==> config.mk <==
export PLATFORM = sky130hd
export DESIGN_NAME = vec_prio_ctrl
export DESIGN_NICKNAME = d
export VERILOG_FILES = /design/src/rtl/vpc_pkg.sv /design/src/rtl/vpc_prio_enc.sv /design/src/rtl/vpc_datapath.sv /design/src/rtl/vpc_control.sv /design/src/rtl/vec_prio_ctrl.sv
export SDC_FILE = /design/constraint.sdc
export NUM_CORES = 2
export LEC_CHECK = 0
export ABC_AREA = 1
export BUFFER_PORTS_ARGS = -buffer_cell sky130_fd_sc_hd__buf_2
export CAP_MARGIN = 20
export CORE_MARGIN = 2
export CORE_UTILIZATION = 55
export CTS_CLUSTER_SIZE = 30
export DETAILED_ROUTE_END_ITERATION = 8
export GPL_TIMING_DRIVEN = 0
export PLACE_DENSITY = 0.77
export SKIP_LAST_GASP = 1
export SLEW_MARGIN = 10
export SYNTH_ARGS = -nofsm -noshare
export SYNTH_HDL_FRONTEND = slang
export SYNTH_SLANG_ARGS = --single-unit
==> constraint.sdc <==
create_clock -name clk -period 6.9 [get_ports clk]
set_input_delay 1.38 -clock clk [delete_from_list [all_inputs] [get_ports clk]]
set_output_delay 1.38 -clock clk [all_outputs]
set_load 0.02 [all_outputs]
==> src/rtl/vpc_pkg.sv <==
`timescale 1ns/1ps
package vpc_pkg;
  localparam int VEC_BITS = 8;
  localparam int NUM_VEC  = 1 << VEC_BITS;

  typedef struct packed {
    logic                setReq;
    logic                reqLevel;
    logic [VEC_BITS-1:0] reqVec;
    logic                ackTake;
    logic [VEC_BITS-1:0] ackVec;
    logic                eoiTake;
    logic [VEC_BITS-1:0] eoiVec;
  } vpcStrobe_t;
endpackage

==> src/rtl/vpc_prio_enc.sv <==
`timescale 1ns/1ps
module vpc_prio_enc #(
  parameter int WORD_BITS = 32,
  parameter int NUM_WORDS = 8,
  parameter int IDX_BITS  = 8
) (
  input  logic [NUM_WORDS*WORD_BITS-1:0] vecIn,
  output logic                           found,
  output logic [IDX_BITS-1:0]            topIdx
);
  localparam int OFF_BITS = $clog2(WORD_BITS);

  logic [NUM_WORDS-1:0] wordAny;
  logic [OFF_BITS-1:0]  wordMsb [NUM_WORDS];

  // per-word highest set bit
  genvar w;
  generate
    for (w = 0; w < NUM_WORDS; w++) begin : gWord
      logic [OFF_BITS-1:0] msb;
      always_comb begin
        msb = '0;
        for (int b = 0; b < WORD_BITS; b++) begin
          if (vecIn[w*WORD_BITS + b]) msb = OFF_BITS'(b);
        end
      end
      assign wordAny[w] = |vecIn[w*WORD_BITS +: WORD_BITS];
      assign wordMsb[w] = msb;
    end
  endgenerate

  // highest non-empty word wins
  always_comb begin
    found  = 1'b0;
    topIdx = '0;
    for (int i = 0; i < NUM_WORDS; i++) begin
      if (wordAny[i]) begin
        found  = 1'b1;
        topIdx = IDX_BITS'(i * WORD_BITS + int'(wordMsb[i]));
      end
    end
  end
endmodule

==> src/rtl/vpc_datapath.sv <==
`timescale 1ns/1ps
module vpc_datapath
  import vpc_pkg::*;
#(
  parameter int WORD_BITS = 32,
  parameter int NUM_WORDS = NUM_VEC / WORD_BITS
) (
  input  logic                clk,
  input  logic                rstN,
  input  vpcStrobe_t          str,
  output logic                irrFound,
  output logic [VEC_BITS-1:0] irrTop,
  output logic                isrFound,
  output logic [VEC_BITS-1:0] isrTop,
  output logic                isrTopLevel
);
  logic [NUM_VEC-1:0] irr, isr, tmr;
  logic [NUM_VEC-1:0] irrNext, isrNext, tmrNext;
  logic [NUM_VEC-1:0] setMask, ackMask, eoiMask;

  always_comb begin
    setMask = str.setReq  ? (NUM_VEC'(1) << str.reqVec) : '0;
    ackMask = str.ackTake ? (NUM_VEC'(1) << str.ackVec) : '0;
    eoiMask = str.eoiTake ? (NUM_VEC'(1) << str.eoiVec) : '0;
    irrNext = (irr & ~ackMask) | setMask;
    isrNext = (isr & ~eoiMask) | ackMask;
    tmrNext = tmr;
    if (str.setReq) tmrNext[str.reqVec] = str.reqLevel;
  end

  always_ff @(posedge clk) begin
    if (!rstN) begin
      irr <= '0;
      isr <= '0;
      tmr <= '0;
    end else begin
      irr <= irrNext;
      isr <= isrNext;
      tmr <= tmrNext;
    end
  end

  vpc_prio_enc #(.WORD_BITS(WORD_BITS), .NUM_WORDS(NUM_WORDS), .IDX_BITS(VEC_BITS))
    uIrrEnc (.vecIn(irr), .found(irrFound), .topIdx(irrTop));
  vpc_prio_enc #(.WORD_BITS(WORD_BITS), .NUM_WORDS(NUM_WORDS), .IDX_BITS(VEC_BITS))
    uIsrEnc (.vecIn(isr), .found(isrFound), .topIdx(isrTop));

  assign isrTopLevel = tmr[isrTop];

  AST_ACK_SETS_ISR: assert property (@(posedge clk) disable iff (!rstN)
    str.ackTake |=> isr[$past(str.ackVec)]);
  AST_ACK_CLEARS_IRR: assert property (@(posedge clk) disable iff (!rstN)
    (str.ackTake && !(str.setReq && str.reqVec == str.ackVec)) |=> !irr[$past(str.ackVec)]);
  AST_REQ_SETS_IRR: assert property (@(posedge clk) disable iff (!rstN)
    str.setReq |=> irr[$past(str.reqVec)]);
endmodule

==> src/rtl/vpc_control.sv <==
`timescale 1ns/1ps
module vpc_control
  import vpc_pkg::*;
#(
  parameter int CLASS_BITS = 4
) (
  input  logic                clk,
  input  logic                rstN,
  input  logic                reqValid,
  input  logic [VEC_BITS-1:0] reqVector,
  input  logic                reqLevel,
  input  logic                ackReq,
  input  logic                eoiReq,
  input  logic [VEC_BITS-1:0] taskPri,
  input  logic                swEnable,
  input  logic                directedEoi,
  input  logic [VEC_BITS-1:0] spurVector,
  input  logic                irrFound,
  input  logic [VEC_BITS-1:0] irrTop,
  input  logic                isrFound,
  input  logic [VEC_BITS-1:0] isrTop,
  input  logic                isrTopLevel,
  output vpcStrobe_t          str,
  output logic                intrOut,
  output logic [VEC_BITS-1:0] procPri,
  output logic                ackValid,
  output logic [VEC_BITS-1:0] ackVector,
  output logic                ackSpurious,
  output logic                eoiBcastValid,
  output logic [VEC_BITS-1:0] eoiBcastVector
);
  localparam int SUB_BITS = VEC_BITS - CLASS_BITS;

  logic [CLASS_BITS-1:0] taskClass, isrClass, irrClass, pprClass;
  logic deliverable;

  assign taskClass = taskPri[VEC_BITS-1 -: CLASS_BITS];
  assign isrClass  = isrTop[VEC_BITS-1 -: CLASS_BITS];
  assign irrClass  = irrTop[VEC_BITS-1 -: CLASS_BITS];

  always_comb begin
    if (!isrFound || taskClass >= isrClass) procPri = taskPri;
    else                                    procPri = {isrClass, {SUB_BITS{1'b0}}};
  end
  assign pprClass = procPri[VEC_BITS-1 -: CLASS_BITS];

  assign deliverable = swEnable && irrFound &&
                       ((procPri == '0) || (irrClass > pprClass));
  assign intrOut = deliverable;

  always_comb begin
    str.setReq   = reqValid;
    str.reqLevel = reqLevel;
    str.reqVec   = reqVector;
    str.ackTake  = ackReq && deliverable;
    str.ackVec   = irrTop;
    str.eoiTake  = eoiReq && isrFound;
    str.eoiVec   = isrTop;
  end

  always_ff @(posedge clk) begin
    if (!rstN) begin
      ackValid       <= 1'b0;
      ackVector      <= '0;
      ackSpurious    <= 1'b0;
      eoiBcastValid  <= 1'b0;
      eoiBcastVector <= '0;
    end else begin
      ackValid      <= ackReq;
      ackSpurious   <= ackReq && !deliverable;
      if (ackReq) ackVector <= deliverable ? irrTop : spurVector;
      eoiBcastValid <= str.eoiTake && isrTopLevel && !directedEoi;
      if (str.eoiTake) eoiBcastVector <= isrTop;
    end
  end

  AST_ACK_ONE_LATER: assert property (@(posedge clk) disable iff (!rstN)
    ackValid |-> $past(ackReq));
  AST_SPUR_WHEN_OFF: assert property (@(posedge clk) disable iff (!rstN)
    (ackValid && !$past(swEnable)) |-> ackSpurious);
  AST_BCAST_NOT_DIRECTED: assert property (@(posedge clk) disable iff (!rstN)
    eoiBcastValid |-> (!$past(directedEoi) && $past(isrTopLevel)));
  AST_EOI_EMPTY_QUIET: assert property (@(posedge clk) disable iff (!rstN)
    (eoiReq && !isrFound) |=> !eoiBcastValid);
endmodule

==> src/rtl/vec_prio_ctrl.sv <==
`timescale 1ns/1ps
module vec_prio_ctrl
  import vpc_pkg::*;
#(
  parameter int WORD_BITS  = 32,
  parameter int CLASS_BITS = 4
) (
  input  logic       clk,
  input  logic       rstN,
  input  logic       reqValid,
  input  logic [7:0] reqVector,
  input  logic       reqLevel,
  input  logic [7:0] taskPri,
  input  logic       swEnable,
  input  logic       directedEoi,
  input  logic [7:0] spurVector,
  input  logic       ackReq,
  input  logic       eoiReq,
  output logic       intrOut,
  output logic [7:0] procPri,
  output logic       ackValid,
  output logic [7:0] ackVector,
  output logic       ackSpurious,
  output logic       eoiBcastValid,
  output logic [7:0] eoiBcastVector
);
  localparam int NUM_WORDS = NUM_VEC / WORD_BITS;

  vpcStrobe_t          str;
  logic                irrFound, isrFound, isrTopLevel;
  logic [VEC_BITS-1:0] irrTop, isrTop;

  vpc_control #(.CLASS_BITS(CLASS_BITS)) uCtrl (
    .clk(clk), .rstN(rstN),
    .reqValid(reqValid), .reqVector(reqVector), .reqLevel(reqLevel),
    .ackReq(ackReq), .eoiReq(eoiReq), .taskPri(taskPri),
    .swEnable(swEnable), .directedEoi(directedEoi), .spurVector(spurVector),
    .irrFound(irrFound), .irrTop(irrTop), .isrFound(isrFound),
    .isrTop(isrTop), .isrTopLevel(isrTopLevel),
    .str(str), .intrOut(intrOut), .procPri(procPri),
    .ackValid(ackValid), .ackVector(ackVector), .ackSpurious(ackSpurious),
    .eoiBcastValid(eoiBcastValid), .eoiBcastVector(eoiBcastVector)
  );

  vpc_datapath #(.WORD_BITS(WORD_BITS), .NUM_WORDS(NUM_WORDS)) uData (
    .clk(clk), .rstN(rstN), .str(str),
    .irrFound(irrFound), .irrTop(irrTop),
    .isrFound(isrFound), .isrTop(isrTop), .isrTopLevel(isrTopLevel)
  );
endmodule

# == After elaboration in Yosys (flattened, before gate mapping) ==
# Cells that the tools add are included.
# classes
n_reduce_logical,30
n_shift,3
magnitude_cmp,5
muxes,538
add_sub_neg,14
n_bitwise,6
# op_table
op,n
$mux W5,482
$mux W256,3
$shl A1 B8 Y256 const A,3
$and A256 B256 Y256,2
$not A256 Y256,2
$or A256 B256 Y256,2
$reduce_or A32 Y1,16
$bwmux W256,1
$mux W8,16
$add A8 B5 Y8 const A,8
$mux W1,34
$add A7 B5 Y8 const A,4
$lt A8 B9 Y1 const B,2
$add A6 B5 Y7 const A,2
$bmux W1 S8,1
$demux W1 S8,1
$ge A8 B1 Y1 const B,1
$logic_and A1 B1 Y1,8
$logic_not A8 Y1,1
$ge A4 B4 Y1,1
$gt A4 B4 Y1,1
$logic_not A1 Y1,3
$logic_or A1 B1 Y1,2
# totals
word_cells,604
regBits,787
inputBits,32
output_inout_bits,28

# == Longest topological paths before layout ==
# logic_depth
depth_word,50
mapped_depth,51

# == Cells and area by module ==
# Synthesis repeated with hierarchy kept, for this count alone.
# unflattened
hier_cells,6607
area_unflattened_um2,41238.3
# by_module_without_submodules
mod,cells_each,instances,seq_area_each_um2,area_each_um2
vpc_datapath,4694,1,15374.7,33047.9
vpc_prio_enc,860,2,0.0,3430.8
vpc_control,193,1,380.4,1328.8

# == Worst setup path before layout ==
# OpenSTA, ideal clock, no wires.
# synth_timing
path_kind,reg-to-output
from,register uData.isr[100]
to,output port intrOut
slack_ps,740
arrival_time_ps,4780
n_path_buf,1
stages_incl_launch_ff,31
cell_sequence,dfxtp_1 -> nor2_1 -> nand3_1 -> nor4_1 -> nand3_1 -> inv_1 -> o2111ai_1 -> o211ai_1 -> nand3_1 -> o211ai_1 -> nand3_1 -> o21ai_2 -> clkinv_1 -> clkbuf_1 -> ha_1 -> inv_1 -> a21boi_0 -> o21ai_0 -> nand2_1 -> a21oi_1 -> nand2_2 -> o21ai_0 -> inv_1 -> ha_1 -> nand2_1 -> o21bai_1 -> nand2_1 -> o21ai_0 -> o21ai_1 -> nand2_1 -> inv_1
# synth_between
elab_chain_cells,40
word_cells_on_any_way,48
cone_classes,add/sub (1); order compare (2); mux (39); reduce/logical (6)
# synth_rtl
element,line_no,source
start: declaration,vpc_datapath.sv:17,"logic [NUM_VEC-1:0] irr, isr, tmr;"
start signal: assignment,vpc_datapath.sv:38,isr <= isrNext;
$mux W5 (28 in series),vpc_prio_enc.sv:24,if (vecIn[w*WORD_BITS + b]) msb = OFF_BITS'(b);
$add A7 B5 Y8,vpc_prio_enc.sv:39,topIdx = IDX_BITS'(i * WORD_BITS + int'(wordMsb[i]));
$mux W8 (*) (5 in series),vpc_prio_enc.sv:37,if (wordAny[i]) begin
via isrTop[4],vec_prio_ctrl.sv:31,"logic [VEC_BITS-1:0] irrTop, isrTop;"
$ge A4 B4 Y1 (*),vpc_control.sv:42,if (!isrFound || taskClass >= isrClass) procPri = taskPri;
$logic_or A1 B1 Y1 (*),vpc_control.sv:42,
$mux W8 (*),vpc_control.sv:42,
via procPri[7],vec_prio_ctrl.sv:20,"output logic [7:0] procPri,"
$gt A4 B4 Y1 / $logic_not A8 Y1 (equally long branches),vpc_control.sv:48,((procPri == '0) || (irrClass > pprClass));
$logic_or A1 B1 Y1 (*),vpc_control.sv:48,
$logic_and A1 B1 Y1 (*),vpc_control.sv:47,assign deliverable = swEnable && irrFound &&
end: declaration,vec_prio_ctrl.sv:19,"output logic intrOut,"
# The timed path passes the listed nets; every way through them passes the cells marked *.

# == Final worst setup path ==
# layout_timing
from,register uData.irr[68]
to,output port intrOut
# layout_between
elab_chain_cells,38
word_cells_on_any_way,46
cone_classes,add/sub (1); order compare (1); mux (40); reduce/logical (4)
# layout_rtl
element,line_no,source
start: declaration,vpc_datapath.sv:17,
start signal: assignment,vpc_datapath.sv:37,irr <= irrNext;
$mux W5 (28 in series),vpc_prio_enc.sv:24,
$add A7 B5 Y8,vpc_prio_enc.sv:39,
$mux W8 (6 in series),vpc_prio_enc.sv:37,
$gt A4 B4 Y1,vpc_control.sv:48,
$logic_or A1 B1 Y1,vpc_control.sv:48,
$logic_and A1 B1 Y1 (*),vpc_control.sv:47,
# Every way passes the cells marked *; elsewhere a longest branch is shown, timed or not.

==> qor.csv <==
stage,metric,value,unit
pwr,Leak,17.4,nW
route,vias per cell,6.64,
pwr,sequential power share,40.8,%
sta,clk_skew,0.0392,ns
floorplan,Die Span X,276,µm
sta,Slew HR,10.8,%
place,DP HPWL,169000,µm
synthesis,Mapped Area,0.0408,mm²
grt,vias in the first global route,44400,
synthesis,Yosys warning total,0,
grt,total global routing track utilization,55.5,%
route,drt pass-1 iters,9,
pwr,combinational power share,11.7,%
synthesis,syn avg cell area,6.53,µm²
final_layout,Non-Filler Instances,7476,
pwr,P_sw,0.00324,W
sta,Final Cycle Share,100,%
pwr,switching part of the total,29.0,%
route,routed len/inst,29.5,µm
worst_setup_path,CP required,5.52,ns
floorplan,Die Y,276,µm
pwr,power density cells,243,mW/mm²
clocking,CTS Buffer Depth,3,
worst_setup_path,Critical Path Start,uData.irr[68],
final_layout,most frequent cells in the layout,"nand2_1, nor2_1, dfxtp_1",
clocking,"CTS clk-pin slew, worst paths",0.07,ns
worst_setup_path,crit path cell chain,"nor2_1, nand3_1, nor4_2, nand3_1, o21ai_0, nand2_1, nand2_1, a21oi_1, inv_1, clkbuf_1, clkbuf_1, ha_1, inv_1, nor2_1, o21bai_1, nand2_1, o21ai_0, o21ai_2, nand2_2, inv_2, buf_4",
place,dpl cells,7280,
worst_setup_path,crit-path most repeated cell,nand2_1,
route,vias,49600,
route,Detailed Route WL,221000,µm
route,ANT nets after route,0,
worst_setup_path,worst reg2reg path startpoint,uData.isr[37],
sta,Max Transition Viols Final,0,
worst_hold_path,Hold Path Origin,uData.tmr[200],
synthesis,Gate Count Post-Synth,6250,
sta,worst slew pin tran,1.34,ns
worst_setup_path,crit path launch type,flop,
grt,initial antenna violation count,20,
floorplan,die footprint,0.0764,mm²
final_layout,Final nets,6472,
clocking,CTS tree,yes,
pwr,cell-internal power,0.00796,W
floorplan,core area,0.0732,mm²
route,DRC Markers,15,
run_status,status,finished with violations,
pwr,Worst VDD drop,222,µV
worst_hold_path,worst min-delay path class,flop to flop,
worst_setup_path,kind of critical path,flop to primary output,
sta,count of final hold-check violations,0,
synthesis,Synthesized Nets,6290,
place,placer congestion estimate,1.15,
clocking,H-tree depth,3,
worst_setup_path,crit end category,primary output,
sta,Setup-failing EPs final,1,
synthesis,Yosys reg bits,787,
worst_setup_path,cell family with the largest share of critical-path delay,simple AND/OR/NAND/NOR gates,
final_layout,"commonest non-fill, non-tap cell in the layout",nand2_1,
grt,largest net degree at the start of global routing,17,
worst_setup_path,Worst Path Buf+Inv,6,
sta,min cycle time layout,6.91,ns
worst_setup_path,Worst path slowest cell,clkbuf_1,
synthesis,Post-synth EDFFs,0,
sta,f_max,0.145,GHz
synthesis,fraction of registers with async set/reset,0,%
floorplan,Starting Density,55.7,%
synthesis,Main synth FF type,dfxtp_1,
synthesis,post-synthesis sequential area ratio,38.6,%
floorplan,IO Count,60,
sta,final setup margin,-0.00641,ns
final_layout,share of cells above drive strength 1,6.72,%
clocking,hold_buf cts,0,
worst_setup_path,"Max FO, Critical Path",10,
sta,Min Hold Slack,0.460,ns
worst_setup_path,slowest cell delay on critical path,0.72,ns
pwr,clock power share,47.5,%
clocking,TritonCTS Buffers,87,
place,I/O Buffers,55,
clocking,clock sinks,787,
clocking,worst skew pair latency,0.69,ns
worst_setup_path,worst path arrival time,5.53,ns
route,Initial DRC Count,9641,
grt,remaining global-route overflow,0,
grt,global-route wire length before repair,306000,µm
run_status,failing checks,"DRC, setup timing",
floorplan,row cnt,99,
final_layout,area grow syn2layout,13.0,%
clocking,clock root buffer,clkbuf_16,
final_layout,Filler cells,6980,
synthesis,Unique masters post-synth,58,
flow_run,max_cap viols,0,
## kinds of logic (layout without fill, tap and decap cells)
kind of cell	count (synthesis)	after routing	share of synthesized area, %
AO/OA/AOI/OAI	1311	1311	16.7
adder cells (fa/ha/maj)	8	8	0.245
buffers and inverters	1029	1284	10.1
flip-flops	787	787	38.6
other	0	12	0
AND/OR/NAND/NOR	3115	3115	34.3
## stage by stage
| stage | instance area [µm²] | TNS [ns] | utilization (%) | power [W] | worst slack (ns) |
|---|---|---|---|---|---|
| after global routing | 46100 | -0.0591 | 62.9 | 0.0113 | -0.0591 |
| after floorplan | 40800 | 0 | - | 0.00537 | 0.740 |
| final | 46100 | -0.00641 | 63.0 | 0.0112 | -0.00641 |
| after CTS | 45900 | 0 | 62.7 | 0.0110 | 0.0199 |
| after detailed placement | 42500 | -647.05 | 58.0 | 0.00585 | -1.57 |
| after global placement | 42300 | -611.44 | 57.7 | 0.00586 | -1.50 |
## metal layers
layer,share of wire [%],track usage [%],up-vias
met1,34,65.0,22500
met5,0.064,0,-
li1,-,-,21300
met2,39,77.6,4477
met4,11,50.4,16
met3,16,22.2,1350
## state kept, by name, summed over array words and instances, names as in the netlist
register	flops
uData.irr	256
uData.tmr	256
uCtrl.ackSpurious	1
uCtrl.ackVector	8
uCtrl.eoiBcastValid	1
uData.isr	256
uCtrl.eoiBcastVector	8
uCtrl.ackValid	1
## cell usage after synthesis, drive strengths merged, types with 8 or more instances
cell type,count,area [µm²]
nand3b,19,143
nand3,373,1880
a31oi,21,131
dfxtp,787,15800
nor3,406,2220
a21oi,783,3920
nand2,1061,4010
o211ai,9,67.6
nand4,340,2150
nor4,13,87.6
nor2,889,3430
ha,8,100
buf,88,602
o21bai,20,150
clkbuf,320,1200
or2,9,56.3
inv,615,2310
o21ai,447,2260
## power by group through the flow
stage / combinational (W) / clock, W / sequential [W]
global route: 0.00132 / 0.00540 / 0.00457
floorplan: 0.000700 / 0 / 0.00468
finish: 0.00132 / 0.00532 / 0.00457
global placement: 0.00119 / 0 / 0.00467
detailed placement: 0.00118 / 0 / 0.00467
CTS: 0.00120 / 0.00523 / 0.00457
## tightest hold or removal path, cell delays in order (launching register included)
cell	delay (ns)
dfxtp_1	0.30
inv_1	0.06
a21oi_1	0.06
## timing repair
item / 4_1_cts / 5_1_grt
resized for setup: 28 / 23
pin swaps: 6 / 10
endpoints found under the setup margin: 530 / 27
setup buffers: 7 / 5
## final cells by class
class / count / area (µm²) / area share (%)
multi-input cells: 4434 / 21100 / 45.7
flip-flops and latches: 787 / 15800 / 34.2
clock buffers: 123 / 2560 / 5.56
inverters: 621 / 2350 / 5.09
plain buffers: 407 / 1820 / 3.96
well taps: 959 / 1200 / 2.60
repair buffers: 94 / 659 / 1.43
clock inverters: 39 / 658 / 1.43
diodes: 12 / 30.0 / 0.0651
## final timing paths
check | cells past startpoint | slack, ns | end
worst max-delay path | 21 | -0.006 | intrOut
worst min register to register | 2 | 0.46 | uData.tmr[200]
worst max register to register | 33 | 0.19 | uData.irr[96]
worst min-delay path | 2 | 0.46 | uData.tmr[200]
(Power assumes the default switching activity.)
